**src/rtl/can_mode_pkg.sv**
```systemverilog
package can_mode_pkg;

  typedef enum logic [1:0] {
    MODE_SLEEP  = 2'd0,
    MODE_INIT   = 2'd1,
    MODE_SYNC   = 2'd2,
    MODE_NORMAL = 2'd3
  } modeState_t;

  // strobes from control to datapath
  typedef struct packed {
    logic clrIdle;   // restart the idle counter
    logic cntEn;     // synchronizing: count strobed samples
    logic modeDone;  // a new mode is entered this edge
    logic autoWoke;  // exit from sleep caused by a wake edge
  } dpCtrl_t;

  // status from datapath to control
  typedef struct packed {
    logic idleDone;      // last required recessive sample seen
    logic wakeEdge;      // falling edge on the receive line
    logic sleepBlocked;  // sleep request masked after auto-wakeup
  } dpStat_t;

endpackage

```
**src/rtl/can_mode_dp.sv**
```systemverilog
module can_mode_dp
  import can_mode_pkg::*;
#(
  parameter int IDLE_BITS = 11
) (
  input  logic    clk,
  input  logic    rstN,
  input  dpCtrl_t ctrl,
  input  logic    sleepReq,
  input  logic    rxLine,
  input  logic    sampleStb,
  output dpStat_t stat,
  output logic    txPullupEn
);

  localparam int CNT_W = $clog2(IDLE_BITS + 1);
  localparam logic [CNT_W-1:0] LAST = CNT_W'(IDLE_BITS - 1);

  logic [CNT_W-1:0] idleCnt;
  logic             rxPrev;
  logic             blockQ;
  logic             pullQ;
  logic             strobed;

  assign strobed = ctrl.cntEn && sampleStb;

  always_ff @(posedge clk or negedge rstN) begin
    if (!rstN) begin
      idleCnt <= '0;
    end else if (ctrl.clrIdle) begin
      idleCnt <= '0;
    end else if (strobed) begin
      if (!rxLine || idleCnt == LAST) idleCnt <= '0;
      else                            idleCnt <= idleCnt + 1'b1;
    end
  end

  always_ff @(posedge clk or negedge rstN) begin
    if (!rstN) begin
      rxPrev <= 1'b1;
      blockQ <= 1'b0;
      pullQ  <= 1'b1;
    end else begin
      rxPrev <= rxLine;
      if (ctrl.autoWoke)  blockQ <= 1'b1;
      else if (!sleepReq) blockQ <= 1'b0;
      if (ctrl.modeDone)  pullQ  <= 1'b0;
    end
  end

  assign stat.idleDone     = strobed && rxLine && (idleCnt == LAST);
  assign stat.wakeEdge     = rxPrev && !rxLine;
  assign stat.sleepBlocked = blockQ;
  assign txPullupEn        = pullQ;


  pullup_sticky_chk: assert property (@(posedge clk) disable iff (!rstN)
    !txPullupEn |=> !txPullupEn);


  dom_restart_chk: assert property (@(posedge clk) disable iff (!rstN)
    (ctrl.cntEn && sampleStb && !rxLine) |=> (idleCnt == '0));


  no_strobe_hold_chk: assert property (@(posedge clk) disable iff (!rstN)
    (!sampleStb && !ctrl.clrIdle) |=> $stable(idleCnt));


  cnt_range_chk: assert property (@(posedge clk) disable iff (!rstN)
    idleCnt < CNT_W'(IDLE_BITS));

endmodule

```
**src/rtl/can_mode_ctrl.sv**
```systemverilog
module can_mode_ctrl
  import can_mode_pkg::*;
(
  input  logic    clk,
  input  logic    rstN,
  input  logic    initReq,
  input  logic    sleepReq,
  input  logic    autoWakeEn,
  input  dpStat_t stat,
  output dpCtrl_t ctrl,
  output logic    initAck,
  output logic    sleepAck
);

  modeState_t stateQ, stateD;
  logic       fromInitQ, fromInitD;
  logic       sleepOk;

  assign sleepOk = sleepReq && !stat.sleepBlocked;

  always_comb begin
    stateD        = stateQ;
    fromInitD     = fromInitQ;
    ctrl.clrIdle  = 1'b0;
    ctrl.autoWoke = 1'b0;
    unique case (stateQ)
      MODE_SLEEP: begin
        if (initReq) begin
          stateD = MODE_INIT;
        end else if (!sleepReq || (autoWakeEn && stat.wakeEdge)) begin
          stateD        = MODE_SYNC;
          fromInitD     = 1'b0;
          ctrl.clrIdle  = 1'b1;
          ctrl.autoWoke = sleepReq;
        end
      end
      MODE_INIT: begin
        if (!initReq) begin
          if (sleepOk) begin
            stateD = MODE_SLEEP;
          end else begin
            stateD       = MODE_SYNC;
            fromInitD    = 1'b1;
            ctrl.clrIdle = 1'b1;
          end
        end
      end
      MODE_SYNC: begin
        if (initReq)                     stateD = MODE_INIT;
        else if (!fromInitQ && sleepOk)  stateD = MODE_SLEEP;
        else if (stat.idleDone)          stateD = MODE_NORMAL;
      end
      MODE_NORMAL: begin
        if (initReq)      stateD = MODE_INIT;
        else if (sleepOk) stateD = MODE_SLEEP;
      end
      default: stateD = MODE_SLEEP;
    endcase
  end

  assign initAck  = (stateQ == MODE_INIT)  || (stateQ == MODE_SYNC && fromInitQ);
  assign sleepAck = (stateQ == MODE_SLEEP) || (stateQ == MODE_SYNC && !fromInitQ);

  assign ctrl.cntEn    = (stateQ == MODE_SYNC);
  assign ctrl.modeDone = (stateD == MODE_INIT && !initAck)
                      || (stateD == MODE_SLEEP && !sleepAck)
                      || (stateD == MODE_NORMAL && stateQ != MODE_NORMAL);

  always_ff @(posedge clk or negedge rstN) begin
    if (!rstN) begin
      stateQ    <= MODE_SLEEP;
      fromInitQ <= 1'b0;
    end else begin
      stateQ    <= stateD;
      fromInitQ <= fromInitD;
    end
  end


  acks_excl_chk: assert property (@(posedge clk) disable iff (!rstN)
    !(initAck && sleepAck));


  init_prio_chk: assert property (@(posedge clk) disable iff (!rstN)
    initReq |=> (stateQ == MODE_INIT));


  normal_entry_chk: assert property (@(posedge clk) disable iff (!rstN)
    (stateQ == MODE_NORMAL && $past(stateQ) != MODE_NORMAL) |-> $past(stat.idleDone));

endmodule

```
**src/rtl/can_mode_seq.sv**
```systemverilog
module can_mode_seq
  import can_mode_pkg::*;
#(
  parameter int IDLE_BITS = 11
) (
  input  logic clk,
  input  logic rstN,
  input  logic initReq,
  input  logic sleepReq,
  input  logic autoWakeEn,
  input  logic rxLine,
  input  logic sampleStb,
  output logic initAck,
  output logic sleepAck,
  output logic txPullupEn
);

  dpCtrl_t dpCtrl;
  dpStat_t dpStat;

  can_mode_ctrl u_ctrl (
    .clk        (clk),
    .rstN       (rstN),
    .initReq    (initReq),
    .sleepReq   (sleepReq),
    .autoWakeEn (autoWakeEn),
    .stat       (dpStat),
    .ctrl       (dpCtrl),
    .initAck    (initAck),
    .sleepAck   (sleepAck)
  );

  can_mode_dp #(.IDLE_BITS(IDLE_BITS)) u_dp (
    .clk        (clk),
    .rstN       (rstN),
    .ctrl       (dpCtrl),
    .sleepReq   (sleepReq),
    .rxLine     (rxLine),
    .sampleStb  (sampleStb),
    .stat       (dpStat),
    .txPullupEn (txPullupEn)
  );

endmodule

```
**config.mk**
```make
export PLATFORM = sky130hd
export DESIGN_NAME = can_mode_seq
export DESIGN_NICKNAME = d
export VERILOG_FILES = /design/src/rtl/can_mode_pkg.sv /design/src/rtl/can_mode_dp.sv /design/src/rtl/can_mode_ctrl.sv /design/src/rtl/can_mode_seq.sv
export SDC_FILE = /design/constraint.sdc
export NUM_CORES = 1
export LEC_CHECK = 0
export ABC_AREA = 1
export BUFFER_PORTS_ARGS = -buffer_cell sky130_fd_sc_hd__buf_2
export CAP_MARGIN = 20
export CORE_AREA = 4 4 41 43
export DETAILED_ROUTE_END_ITERATION = 16
export DIE_AREA = 0 0 45 47
export GPL_TIMING_DRIVEN = 0
export HOLD_SLACK_MARGIN = 0.08
export PLACE_DENSITY = 0.69
export SKIP_CTS_REPAIR_TIMING = 1
export SLEW_MARGIN = 40
export SYNTH_ARGS = -nofsm -noshare
export SYNTH_HDL_FRONTEND = slang
export SYNTH_SLANG_ARGS = --single-unit
```
**constraint.sdc**
```tcl
create_clock -name clk -period 1.4 [get_ports clk]
set_input_delay 0.21 -clock clk [delete_from_list [all_inputs] [get_ports clk]]
set_output_delay 0.21 -clock clk [all_outputs]
set_load 0.01 [all_outputs]
```
Word-level counts from Yosys, hierarchy flattened
Index checks and enable logic that the tools add are counted.
{"block": "totals", "regBits": 10, "input_bits": 7, "output_inout_bits": 3}
{"block": "classes", "addsub": 1, "eq_ne": 12, "mux": 28, "n_reduce_logical": 29}
{"cell": "2-to-1 mux 2 bit", "n": 9}
{"cell": "2-to-1 mux 1 bit", "n": 13}
{"cell": "logical AND 1 bit", "n": 12}
{"cell": "2-to-1 mux 4 bit", "n": 3}
{"cell": "!= test 2 bit, second input constant", "n": 4}
{"cell": "one-hot mux 2 bit (4 select lines)", "n": 1}
{"cell": "== test 2 bit, second input constant", "n": 3}
{"cell": "zero test 1 bit", "n": 6}
{"cell": "logical OR 1 bit", "n": 6}
{"cell": "AND reduction 5 bit", "n": 1}
{"cell": "adder 4 x 1 -> 4 bit, second input constant", "n": 1}
{"cell": "== test 2 x 1 -> 1 bit, second input constant", "n": 2}
{"cell": "== test 4 bit, second input constant", "n": 1}
{"cell": "zero test 2 bit", "n": 2}
{"cell": "!= test 2 x 1 -> 1 bit, second input constant", "n": 2}
{"cell": "one-hot mux 1 bit (2 select lines)", "n": 2}
{"cell": "nonzero test 2 bit", "n": 2}

Logic depth before layout (Yosys ltp)
Gate-level depths: netlist of the first run.
{"block": "logic_depth", "ltp_word": 12, "ltp_mapped": 9, "mapped_depth_nobuf": 9}

Modules after synthesis
From an unflattened synthesis of the first run, not the netlist that was laid out.
{"block": "unflattened", "cells_unflattened": 89, "hier_area_um2": 628.1}
{"module": "can_mode_dp", "n_inst": 1, "cells_per_inst": 45, "area_per_inst_um2": 371.6}
{"module": "can_mode_ctrl", "n_inst": 1, "cells_per_inst": 44, "area_per_inst_um2": 256.5}

Worst setup path before layout of the first run
Ideal clock, no wire load.
{"block": "synth_timing", "kind": "register to register", "startpoint": "reg u_dp.idleCnt[0]", "endpoint": "reg u_dp.pullQ, in the netlist u_dp.txPullupEn", "arrival_time_ns": 1.074, "required_ns": 1.326, "path_slack_ns": 0.253, "path_stages_with_launch": 10, "n_path_buf": 0, "path_cell_list": "dfrtp_1 inv_1 ha_1 nand3b_1 nor2_1 nand2_1 nand2_2 nand3_2 nand2_1 nor2_1"}
{"block": "synth_via", "elab_chain_cells": 10, "word_cells_on_any_way": 14, "cone_classes": "eq/ne: 3; mux: 4; reduce/logical: 7"}
{"element": "from (decl)", "line_no": "can_mode_dp.sv:19", "source": "logic [CNT_W-1:0] idleCnt;"}
{"element": "from (signal assigned)", "line_no": "can_mode_dp.sv:34", "source": "else idleCnt <= idleCnt + 1'b1;"}
{"element": "== test 4 bit (*)", "line_no": "can_mode_dp.sv:51", "source": "assign stat.idleDone = strobed && rxLine && (idleCnt == LAST);"}
{"element": "logical AND 1 bit (*)", "line_no": "can_mode_dp.sv:51"}
{"element": "2-to-1 mux 2 bit (*)", "line_no": "can_mode_ctrl.sv:51", "source": "else if (stat.idleDone) stateD = MODE_NORMAL;"}
{"element": "2-to-1 mux 2 bit (*)", "line_no": "can_mode_ctrl.sv:50", "source": "else if (!fromInitQ && sleepOk) stateD = MODE_SLEEP;"}
{"element": "2-to-1 mux 2 bit (*)", "line_no": "can_mode_ctrl.sv:49", "source": "if (initReq) stateD = MODE_INIT;"}
{"element": "one-hot mux 2 bit (4 select lines) (*)", "line_no": "can_mode_ctrl.sv:26", "source": "unique case (stateQ)"}
{"element": "via u_ctrl.stateD[0]", "line_no": "can_mode_ctrl.sv:15", "source": "modeState_t stateQ, stateD;"}
{"element": "== test 2 x 1 -> 1 bit or zero test 2 bit (tied branches)", "line_no": "can_mode_ctrl.sv:65, can_mode_ctrl.sv:66"}
{"element": "logical AND 1 bit (on tied branches)", "line_no": "can_mode_ctrl.sv:65, can_mode_ctrl.sv:66"}
{"element": "logical OR 1 bit", "line_no": "can_mode_ctrl.sv:66", "source": "|| (stateD == MODE_SLEEP && !sleepAck)"}
{"element": "logical OR 1 bit (*)", "line_no": "can_mode_ctrl.sv:67", "source": "|| (stateD == MODE_NORMAL && stateQ != MODE_NORMAL);"}
{"element": "to (signal assigned)", "line_no": "can_mode_dp.sv:42", "source": "pullQ <= 1'b1;"}
{"element": "to (signal assigned)", "line_no": "can_mode_dp.sv:47", "source": "if (ctrl.modeDone) pullQ <= 1'b0;"}
{"element": "to (decl)", "line_no": "can_mode_dp.sv:22", "source": "logic pullQ;"}
Mark *: on every way through the listed nets, which the timed path passes. The rest lies on a longest branch.
A chain may end at the register's enable or synchronous reset.

Worst setup path after layout of the first run
{"block": "layout_timing", "startpoint": "reg u_ctrl.stateQ[0]", "endpoint": "out initAck"}
{"block": "layout_via", "elab_chain_cells": 3, "word_cells_on_any_way": 4, "cone_classes": "eq/ne: 2; reduce/logical: 2"}
{"element": "from (decl)", "line_no": "can_mode_ctrl.sv:15"}
{"element": "from (signal assigned)", "line_no": "can_mode_ctrl.sv:74", "source": "stateQ <= stateD;"}
{"element": "== test 2 bit", "line_no": "can_mode_ctrl.sv:61", "source": "assign initAck = (stateQ == MODE_INIT) || (stateQ == MODE_SYNC && fromInitQ);"}
{"element": "logical AND 1 bit", "line_no": "can_mode_ctrl.sv:61"}
{"element": "logical OR 1 bit (*)", "line_no": "can_mode_ctrl.sv:61"}
{"element": "to (decl)", "line_no": "can_mode_seq.sv:13", "source": "output logic initAck,"}
Mark *: on every way between the ends. The rest lies on a longest branch, timed or not.

==> impl_metrics.ini, run 1 <==
[yosys]
synth_cell_type_count = 22
synth_nets = 91
synth_top_flop_cell = dfrtp_1
ys_ff_latch = 10
synthTopCellsByArea = dfrtp_1 (31%), dfstp_2 (8.2%), nand2_1 (7.6%)
yosysTopAreaCellShare_pct = 31.2
avgSynthCellArea_um2 = 7.83
ys_async_sr_fraction_pct = 100
synth_edf_count = 0
synth_area_um2 = 642
yosys_warnings = 0
yosys.area.top_type = dfrtp_1
seq_area_frac_synth_pct = 39.4
netlist_instances = 82

[setup_path]
critPathMaxStageDelay_ps = 470
cp_max_fo = 6
startpoint_type = register
end_kind = output pin
cp.required_ps = 1190
path_cells = nand2_2 -> inv_2 -> nor2_1 -> buf_2
arrival_ps = 1150
r2r_end = u_dp.idleCnt[2]
reg2reg_slack_ps = 120
cp-startpoint = u_ctrl.stateQ[0]
rr_startpoint = u_dp.idleCnt[0]
path_class = register to output pin
path_delay_family = flip-flops
worst_path_max_delay_cell = dfrtp_2
cp.buffers_inverters = 2
ff2ff_path_depth = 6

[layout]
nets = 109
drive_gt1_share_pct = 32.7
fin_util_pct = 60.0
design_area_um2 = 781
n_antenna_cell = 0
layout-area-overhead-vs-synth_pct = 21.6
nFillCells = 124
final_cell_mix = nand2_1 (12), inv_1 (11), nor2_1 (9), buf_2 (9), nand3_1 (8)
layout_commonest_cell = nand2_1

[grt]
met3_usage_pct = 5.75
antenna_found_initial = 0
use_met2_pct = 25.7
grt_most_used_layer = met2
grt_usage_pct = 15.6
met1_usage_pct = 17.3
grt.overflow.total = 0
grt_max_degree = 11
first_global_vias = 542
grt_pass1_wl_mm = 2.26

[outcome]
outcome = finished clean

[pwr]
sw_frac_of_total_pct = 31.7
p_per_area_nw_per_um2 = 896
power_leakage_nw = 0.385
ir_drop_mv = 0.423
power_frac_comb_pct = 24.5
intPower_w = 0.000478
p_sw_w = 0.000222
pwr-share-clk_pct = 27.6
seqPwrFrac_pct = 47.9

[detailed_routing]
wl_mm = 1.32
drcViolationCount = 0
drtIter0Drc = 12
vias_per_cell = 4.93
num_vias = 557
first_pass_iters = 4
post_drt_wl_per_cell_um = 11.7
antenna_left = 0

[clocking]
cts_tree = yes
path_clk_slew_ps = 70
cts_max_path_buffers = 2
clock_sinks = 10
h-tree-depth = 1
numCtsBuffers = 3
worstSkewPairLatency_ps = 270
cts-root-buf = clkbuf_4

[floorplan]
coreArea_um2 = 1300
start_util_pct = 49.3
io_pins = 10
die_y_um = 47
dieArea_um2 = 2120
fp.dieW_um = 45
rows = 13

[flow_run]
drv_cap = 0

[timing]
worst_pin_slew_ps = 239
finalCritPeriodShare_pct = 96.8
hold_slack_ps = 218
slew_viol_final = 0
setup_violations = 0
max_slew_margin_pct = 84.1
finalSetupTns_ps = 0
clock_skew_ps = 11.3
fmax_ghz = 0.738
final_hold_viol_count = 0
final.min_clock_period_ps = 1360

[place]
dpl.hpwl_mm = 1.03
place.gp.congestion = 0.865
port_buffers = 9
dpl_cell_area_um2 = 706

[min_path]
hold_path_depth = 3
holdCritStartpoint = sleepReq
hold_class = primary input to register
min_to = u_dp.blockQ
-- power by group through the flow --
stage / clock network (W) / registers (W) / logic (W)
floorplan: 0 / 0.000329 / 0.000109
global placement: 0 / 0.000334 / 0.000152
detailed placement: 0 / 0.000333 / 0.000155
CTS: 0.000200 / 0.000328 / 0.000157
global route: 0.000219 / 0.000339 / 0.000197
finish: 0.000193 / 0.000336 / 0.000171
-- metrics by stage --
step	setup WS (ps)	cells	total power, W
6_report	44.8	113	0.000700
3_3_place_gp	130	106	0.000486
5_1_grt	-3.59	113	0.000754
2_1_floorplan	253	82	0.000438
4_1_cts	-54.9	109	0.000685
3_5_place_dp	94.5	106	0.000489
-- Yosys cell counts, types with 2 or more instances --
cell     number
a21oi_1       4
dfrtp_1       8
dfstp_2       2
ha_1          2
inv_1        12
inv_2         2
nand2_1      13
nand2_2       4
nand3_1       8
nand3_2       2
nand4_1       3
nor2_1        9
nor3_1        2
o21ai_0       2
o31ai_1       2
-- layer usage --
| metal | routed length [um] | part of all wire [%] | vias up |
|---|---|---|---|
| met5 | 0 | 0 | - |
| met4 | 23 | 1.7 | 0 |
| met3 | 53 | 4.0 | 5 |
| met2 | 648 | 49 | 8 |
| met1 | 594 | 45 | 249 |
| li1 | - | - | 295 |
-- kinds of logic after synthesis --
family | count (synthesis) | synth area share [%]
flip-flops | 10 | 39.4
adder cells (fa/ha/maj) | 2 | 3.90
AO/OA/AOI/OAI | 8 | 7.02
AND/OR/NAND/NOR | 45 | 37.0
XOR/XNOR | 2 | 2.73
buffers and inverters | 15 | 9.94
-- area by class of cell --
cell class / instances / area, um2 / share of cell area, %
Buffer: 1 / 11.3 / 1.44
Timing Repair Buffer: 13 / 80.1 / 10.3
Clock buffer: 3 / 22.5 / 2.88
Inverter: 14 / 55.1 / 7.05
Multi-Input combinational cell: 57 / 339 / 43.4
Sequential cell: 10 / 254 / 32.5
Tap cell: 15 / 18.8 / 2.40
-- worst register-to-register path, cell delays in order (launching register included) --
cell and delay [ps]:
dfrtp_1 410, inv_1 100, ha_1 150, nand3b_1 90
buf_4 150, a21oi_1 180, nor3_1 90
-- flip-flops by register name, indices dropped and copies added, names as in the netlist --
| name | count |
|---|---|
| u_dp.blockQ | 1 |
| u_ctrl.stateQ | 2 |
| u_dp.rxPrev | 1 |
| u_dp.idleCnt | 4 |
| u_ctrl.fromInitQ | 1 |
| u_dp.txPullupEn | 1 |
-- how the worst max path moves through the flow --
stage | end | depth (start not counted)
global placement | u_dp.idleCnt[0] | 8
finish | initAck | 4
CTS | initAck | 4
detailed placement | u_dp.txPullupEn | 9
floorplan | u_dp.txPullupEn | 9
global route | initAck | 4
Power figures use the tool's default switching activity.
==> run 2: changes to the inputs <==
Settings changed: BUFFER_PORTS_ARGS -buffer_cell sky130_fd_sc_hd__buf_2 to -buffer_cell sky130_fd_sc_hd__buf_4.
==> run 2 against run 1 <==
  * Global-route usage decreased by 0.81 points
  * Final cell count decreased by 1.8%
  * Clock power about the same
  * Setup slack got worse by 12 ps
==> impl_metrics.ini, run 2 (synthesis gave the netlist of run 1 again) <==
[timing]
fmax_ghz = 0.731
setup_violations = 0
max_slew_margin_pct = 85.6
final_hold_viol_count = 0
rsz0062_at_grt = true
hold_slack_ps = 217
finalCritPeriodShare_pct = 97.7
final.min_clock_period_ps = 1370
slew_viol_final = 0
worst_pin_slew_ps = 215
clock_skew_ps = 3.81

[layout]
n_antenna_cell = 0
drive_gt1_share_pct = 29.2
layout_commonest_cell = nand2_1
largest_reg_flops = 4
nets = 107
top_regs = u_dp.idleCnt: 4 flops, u_ctrl.stateQ: 2 flops
nFillCells = 123
layout-area-overhead-vs-synth_pct = 20.9
regMostFlops = u_dp.idleCnt
final_cell_mix = nand2_1 (13), inv_1 (12), nor2_1 (9), buf_4 (9), nand3_1 (8)
fin_cells = 111

[setup_path]
cp.buffers_inverters = 2
worst_path_max_delay_cell = dfrtp_1
startpoint_type = register
cp_max_fo = 8
end_kind = output pin
path_class = register to output pin
path_cells = buf_6 -> a21oi_2 -> nor2_1 -> buf_4
cp.required_ps = 1190
path_delay_family = flip-flops
critPathMaxStageDelay_ps = 370
arrival_ps = 1160

[floorplan]
start_util_pct = 49.3
io_pins = 10
rows = 13
die_y_um = 47
coreArea_um2 = 1300
fp.dieW_um = 45
dieArea_um2 = 2120

[detailed_routing]
post_drt_wl_per_cell_um = 11.7
wl_met1_um = 586
drtIter0Drc = 11
met3WireLength_um = 58
wl_mm = 1.30
first_pass_iters = 4
drcViolationCount = 0
top_layer = met4
antenna_left = 0
num_vias = 575
vias_per_cell = 5.18
route.met2.wl_um = 636

[clocking]
h-tree-depth = 1
numCtsBuffers = 3
clock_sinks = 10
path_clk_slew_ps = 60
cts_max_path_buffers = 2
worstSkewPairLatency_ps = 260
cts_tree = yes
cts-root-buf = clkbuf_4

[pwr]
ir_drop_mv = 0.557
p_total_w = 0.000694
p_per_area_nw_per_um2 = 895
power_leakage_nw = 0.383

[place]
dp_cells = 106
port_buffers = 9
place.gp.congestion = 0.868
dpl.hpwl_um = 998

[grt]
grt_pass1_wl_mm = 2.19
grt.overflow.total = 0
antenna_found_initial = 0
grt_max_degree = 11
first_global_vias = 542
grt_usage_pct = 14.8

[flow_run]
drv_cap = 0

[outcome]
outcome = finished clean

[min_path]
hold_class = primary input to register
[run 2: layout make-up]
cell class              count  area [um2]  area share [%]
multi-input cells          57         329            42.4
flip-flops and latches     10         254            32.7
repair buffers             11        87.6            11.3
inverters                  14        52.6            6.77
clock buffers               3        22.5            2.90
well taps                  15        18.8            2.42
plain buffers               1        11.3            1.45
[run 2: per-stage QoR]
stage	worst slack [ps]	area [um2]	setup TNS, ps	util, %
after detailed placement	118	728	0	56.0
after floorplan	253	642	0	-
after global routing	-21.8	776	-21.8	59.6
after global placement	124	728	0	56.0
after CTS	-57.9	751	-74.6	57.7
final	32.6	776	0	59.6
[run 2: path summary, 6_finish.rpt]
check,startpoint,endpoint,slack (ps),cells past startpoint
setup / recovery,u_ctrl.stateQ[1],initAck,30,4
hold / removal,sleepReq,u_dp.blockQ,220,3
setup reg to reg,u_dp.idleCnt[0],u_dp.txPullupEn,110,8
hold reg to reg,u_dp.txPullupEn,u_dp.txPullupEn,460,2
max in group asynchronous,rstN,u_dp.txPullupEn,870,2
min in group asynchronous,rstN,u_dp.idleCnt[0],310,2
[run 2: per-layer routing]
metal,vias to the layer above,GRT usage (%)
met5,-,0
met4,0,10.5
met3,2,2.30
met2,15,24.6
met1,262,17.3
li1,296,-
[run 2: worst reg2reg max path: cells and delay by family, from the launching register on]
family / cells / cell delay [ps]
adders and majority gates: 1 / 150
buffers and inverters: 1 / 100
DFF: 1 / 410
and+or+nand+nor: 6 / 560
[run 2: where the power goes]
part / internal (W) / switching, W / leakage [nW] / total [W]
Combinational: 0.0000699 / 0.000101 / 0.243 / 0.000171
Clock: 0.0000991 / 0.0000936 / 0.0138 / 0.000193
Sequential: 0.000311 / 0.0000198 / 0.126 / 0.000331
